File: src/rtl/bus_region_arbiter.sv
module bus_region_arbiter #(
  parameter int N_TGT = 3,
  parameter int RW    = 2
) (
  input  logic             clk,
  input  logic             rst_n,
  input  logic             cpu_req,
  input  logic [RW-1:0]    cpu_region,
  input  logic             dma_req,
  input  logic [RW-1:0]    dma_src_region,
  input  logic [RW-1:0]    dma_dst_region,
  input  logic             dma_done,
  output logic             cpu_gnt,
  output logic             dma_gnt,
  output logic [N_TGT-1:0] tgt_cpu_sel,
  output logic [N_TGT-1:0] tgt_dma_sel
);

  logic [N_TGT-1:0] cpu_dec, src_dec, dst_dec, claim_new, claim_q;
  logic             busy_q;

  for (genvar g = 0; g < N_TGT; g++) begin : g_dec
    assign cpu_dec[g] = (cpu_region     == RW'(g));
    assign src_dec[g] = (dma_src_region == RW'(g));
    assign dst_dec[g] = (dma_dst_region == RW'(g));
  end

  assign claim_new = src_dec | dst_dec;
  assign dma_gnt   = dma_req & ~busy_q;

  always_ff @(posedge clk) begin
    if (!rst_n) begin
      busy_q  <= 1'b0;
      claim_q <= '0;
    end else if (dma_gnt) begin
      busy_q  <= 1'b1;
      claim_q <= claim_new;
    end else if (busy_q && dma_done) begin
      busy_q  <= 1'b0;
      claim_q <= '0;
    end
  end

  assign tgt_dma_sel = busy_q ? claim_q : (dma_gnt ? claim_new : '0);
  assign cpu_gnt     = cpu_req & (|cpu_dec) & ~(|(cpu_dec & tgt_dma_sel));
  assign tgt_cpu_sel = cpu_gnt ? cpu_dec : '0;

endmodule


File: config.mk
export PLATFORM = sky130hd
export DESIGN_NAME = bus_region_arbiter
export DESIGN_NICKNAME = d
export VERILOG_FILES = /design/src/rtl/bus_region_arbiter.sv
export SDC_FILE = /design/constraint.sdc
export NUM_CORES = 1
export LEC_CHECK = 0
export CELL_PAD_IN_SITES_DETAIL_PLACEMENT = 0
export CELL_PAD_IN_SITES_GLOBAL_PLACEMENT = 1
export CORE_AREA = 2 2 39 41
export DETAILED_ROUTE_END_ITERATION = 6
export DIE_AREA = 0 0 41 43
export DONT_BUFFER_PORTS = 1
export GPL_ROUTABILITY_DRIVEN = 0
export HOLD_SLACK_MARGIN = 0.1
export PLACE_DENSITY = 0.56
export REMOVE_ABC_BUFFERS = 1
export SETUP_SLACK_MARGIN = 0.5
export SYNTH_ARGS = -nofsm -noshare
export SYNTH_HDL_FRONTEND = slang
export SYNTH_SLANG_ARGS = --single-unit
File: constraint.sdc
create_clock -name clk -period 1.2 [get_ports clk]
set_clock_uncertainty 0.15 [all_clocks]
set_input_delay 0.24 -clock clk [delete_from_list [all_inputs] [get_ports clk]]
set_output_delay 0.24 -clock clk [all_outputs]
set_load 0.005 [all_outputs]
After elaboration in Yosys (flattened, before gate mapping):

Index checks and enable logic that the tools add are counted.
Widths: inputs -> output; s select.

* bits in registers: 4
* latch bits: 0
* memory bits (writable): 0
* memory bits (read-only): 0
* input port bits: 11
* word-level logic and storage cells: 29
* memories: 0

* $add $sub $neg: 0
* $mul: 0
* div/mod/pow operators: 0
* magnitude comparators: 0
* equal/unequal tests: 6
* shifts and indexed selects: 0
* muxes and demuxes: 7
* bitwise gates (word level): 7
* reduce and logical (&&, ||, !) cells: 7

Operators with widths (count)
* $mux 3: 5
* $eq 2x1->1 const B: 3
* $eq 2x2->1 const B: 3
* $logic_not 2->1: 3
* $reduce_or 3->1: 2
* $and 1x1->1: 3
* $and 3x3->3: 1
* $or 3x3->3: 1
* $mux 1: 2
* $not 1->1: 2
* $reduce_bool 2->1: 1
* $logic_and 1x1->1: 1

Longest topological paths before layout:

* depth in word-level cells: 9
* mapped depth: 4
* gate-level depth less buffers: 4

Least setup slack after synthesis:

No wires, ideal clock.

* path kind: reg2out
* start point: reg busy_q
* end point: out cpu_gnt
* arrival time: 0.905 ns
* path slack: -0.095 ns
* cell stages (with the launch flop): 5
* cell sequence: dfxtp_1 > nor2b_4 > o21ai_2 > nand4b_1 > a31oi_1

* longest elaborated chain between the ends: 8

Ends and longest elaborated chain
* start, declared: RTL line 20 `logic busy_q;`
* start signal, assigned: RTL line 33 `busy_q <= 1'b0;`
* start signal, assigned: RTL line 36 `busy_q <= 1'b1;`
* start signal, assigned: RTL line 39 `busy_q <= 1'b0;`
* $not 1->1: RTL line 29 `assign dma_gnt = dma_req & ~busy_q;`
* $and 1x1->1: RTL line 29
* net dma_gnt: RTL line 14 `output logic dma_gnt,`
* $mux 3 (2 in series): RTL line 44 `assign tgt_dma_sel = busy_q ? claim_q : (dma_gnt ? claim_new : '0);`
* $and 3x3->3: RTL line 45 `assign cpu_gnt = cpu_req & (|cpu_dec) & ~(|(cpu_dec & tgt_dma_sel));`
* $reduce_or 3->1: RTL line 45
* $not 1->1: RTL line 45
* $and 1x1->1: RTL line 45
* end, declared: RTL line 13 `output logic cpu_gnt,`

The timed path passes the listed nets, and every way through them passes these cells.

Worst setup path after layout:

* start point: reg busy_q
* end point: out cpu_gnt

* longest elaborated chain between the ends: 8

Ends and longest elaborated chain (RTL line)
* $not 1->1: 29
* $and 1x1->1: 29
* $mux 3: 44
* $mux 3 *: 44
* $and 3x3->3 *: 45
* $reduce_or 3->1 *: 45
* $not 1->1 *: 45
* $and 1x1->1 *: 45

Every way passes the cells marked *; elsewhere a longest branch is shown, timed or not.

==> reports/metrics.cfg <==
[status]
run_status=finished, violations left
failed_checks=hold timing, setup timing

[clock_network]
tritoncts=done
cts.reportedPaths.clkPinSlew_ns=0.04
clock_tree.root_cell=clkbuf_4
cts.sinks=4
clock_insertion_delay_worst_skew_ns=0.23
cts-buffers-inserted=3
clock_path_buffers=2
h-tree-depth=1

[synth]
synth_cell_types=21
dominantRegCellSynth=dfxtp_1
ys_seq_area_share_pct=27.0
synth.ff_latch_count=4
synth_warn=0
post_syn_instances=39
synth.cell_area_um2=297
synth_edf_count=0
syn-mean-instance-area_um2=7.60
async_reset_ff_share_pct=0

[timing]
setup-tns-final_ns=-1.58
hold_ws_ns=-0.0638
final.period_utilization_pct=120
peak_clock_frequency_supported_by_timing_mhz=692
rsz0062_at_grt=true
final-setup-viol-count=8
setup_slack_of_the_critical_path_after_layout_ns=-0.245
report.final.hold_viol_count=1
max_slew_margin_pct=82.8
period_needed_ns=1.44
timing_worst_slew_pin_value_ns=0.256
slew_violations=0

[placed_design]
dp_hpwl_um=604
place_area_um2=362
dp_worst_setup_slack_ns=-0.133
io_buffers=0

[setup_path]
crit_slowest_cell=dfxtp_2
timing.critical_path.required_ns=0.81
endpoint_kind=primary output
critical_path.max_fanout=4
critical_path.top_delay_family=flip-flops
rr_worst_depth=6
worst_ep_arrival_time_ns=1.05
largest_stage_delay_on_the_critical_path_ns=0.33
crit_chain=buf_6, nand2_2, nand4b_1, a31oi_1
critical_path_class=flop to primary output
cp_num_cells=4
cp.buffers_inverters=1
start_kind=flop

[routing]
drtIter0Drc=0
postRouteWirelength_um=714
drt-pass1-iter-count=1
num_vias=318
routed_via_density=4.82
antenna_violating_nets_post_route=0
drc=0
detail_route.wl_per_cell_um=10.8

[pwr]
ir_drop_mv=0.473
power_density_nw_per_um2=964
static-leakage-power_uw=0.000187

[grt]
wire_length_of_the_first_global_routing_pass_um=1040
grt_overflow_total=0
number_of_antenna_violations_at_the_first_check_in_global_routing=0
grt_start_max_net_pins=7
via_count_of_the_first_global_routing_pass=280
grt_usage_pct=9.64

[min_path]
holdCritPathClass=primary input to flop
worstHoldPathCells=1

[final_layout]
finished_core_util_pct=32.4
post-route-cell-area_um2=448
final_net_count=63
diodes=0
share_of_final_layout_standard_cells_stronger_than_drive_strength_1_pct=50.0
area_delta_synth_final_pct=51.1

[floorplan]
rows=14
start_util_pct=21.4
area_enclosed_by_the_die_boundary_um2=1760
core_area_um2=1380
io_pins=19
die_h_um=43
chipWidth_um=41

[run]
drv_cap=0

-- cells by family (layout without fill, tap and decap cells) --
group | after synthesis | after routing | share of synthesized area, %
compound gates | 10 | 10 | 24.1
simple gates | 23 | 23 | 46.4
buf+inv | 2 | 13 | 2.53
flops | 4 | 4 | 27.0
-- worst register-to-register path: cells and delay by family (launching register included) --
family	cells	cell delay (ns)
AOI/OAI and AO/OA	2	0.25
DFF	1	0.35
and+or+nand+nor	2	0.13
buffers and inverters	2	0.24
-- flip-flops by register name (all words and copies together), names as in the netlist --
register	cells
claim_q	3
busy_q	1
-- per-layer routing --
layer / vias to the layer above / global-route usage [%] / routed length, um
met1: 135 / 10.3 / 295
met5: - / 0 / 0
met3: 2 / 5.24 / 100
met2: 17 / 12.2 / 301
li1: 164 / - / -
met4: 0 / 10.0 / 17
-- stage by stage --
stage	instances	power (uW)
final	66	432
after global routing	66	456
after CTS	66	435
after detailed placement	61	243
after global placement	61	242
after floorplan	39	210
-- final timing paths --
| path | startpoint | end | slack [ns] |
|---|---|---|---|
| hold / removal | dma_done | busy_q$_SDFFE_PN0P_ | -0.06 |
| hold reg to reg | claim_q[2]$_SDFFE_PN0P_ | claim_q[2]$_SDFFE_PN0P_ | 0.31 |
| setup reg to reg | busy_q$_SDFFE_PN0P_ | claim_q[0]$_SDFFE_PN0P_ | 0.01 |
| setup / recovery | busy_q$_SDFFE_PN0P_ | cpu_gnt | -0.24 |
-- cell type report --
type                            count  area [um^2]
Fill cell                         152          936
Timing Repair Buffer                8         71.3
Sequential cell                     4         81.3
Tap cell                           16         20.0
Inverter                            2         7.51
Multi-Input combinational cell     33          245
Clock buffer                        3         22.5
-- power breakdown --
| part | internal (uW) | switching [uW] |
|---|---|---|
| registers | 143 | 6.48 |
| logic | 63.0 | 53.4 |
| clock network | 112 | 54.0 |
| total | 318 | 114 |
-- synth_stat cells, types with 2 or more instances --
cell type	number	share of area (%)
o21ai_2	2	5.9
inv_1	2	2.5
dfxtp_1	4	27
nor2b_1	2	4.2
nand2_1	10	13
and2b_1	2	5.1
a21boi_1	3	7.6
-- repair_timing --
item                       CTS  global route
setup endpoints to repair   12            12
gates resized for setup      7             5
buffers inserted             2             0
gates cloned                 0             0
pin swaps                    9             4
hold endpoints to repair     4             4
-- cells in the final DEF (no fill, tap or decap), drive strengths merged --
cell    count
clkbuf      3
inv         2
and2b       2
nand4b      1
o21ai       3
a31oi       1
buf         8
o22ai       1
nor3        1
nor2b       3
nand2      11
nor2        1
dfxtp       4
nand3       1
nor4        2
nand4       1
a21oi       2
a21boi      3
No activity file was read; power rests on OpenSTA's default activity.
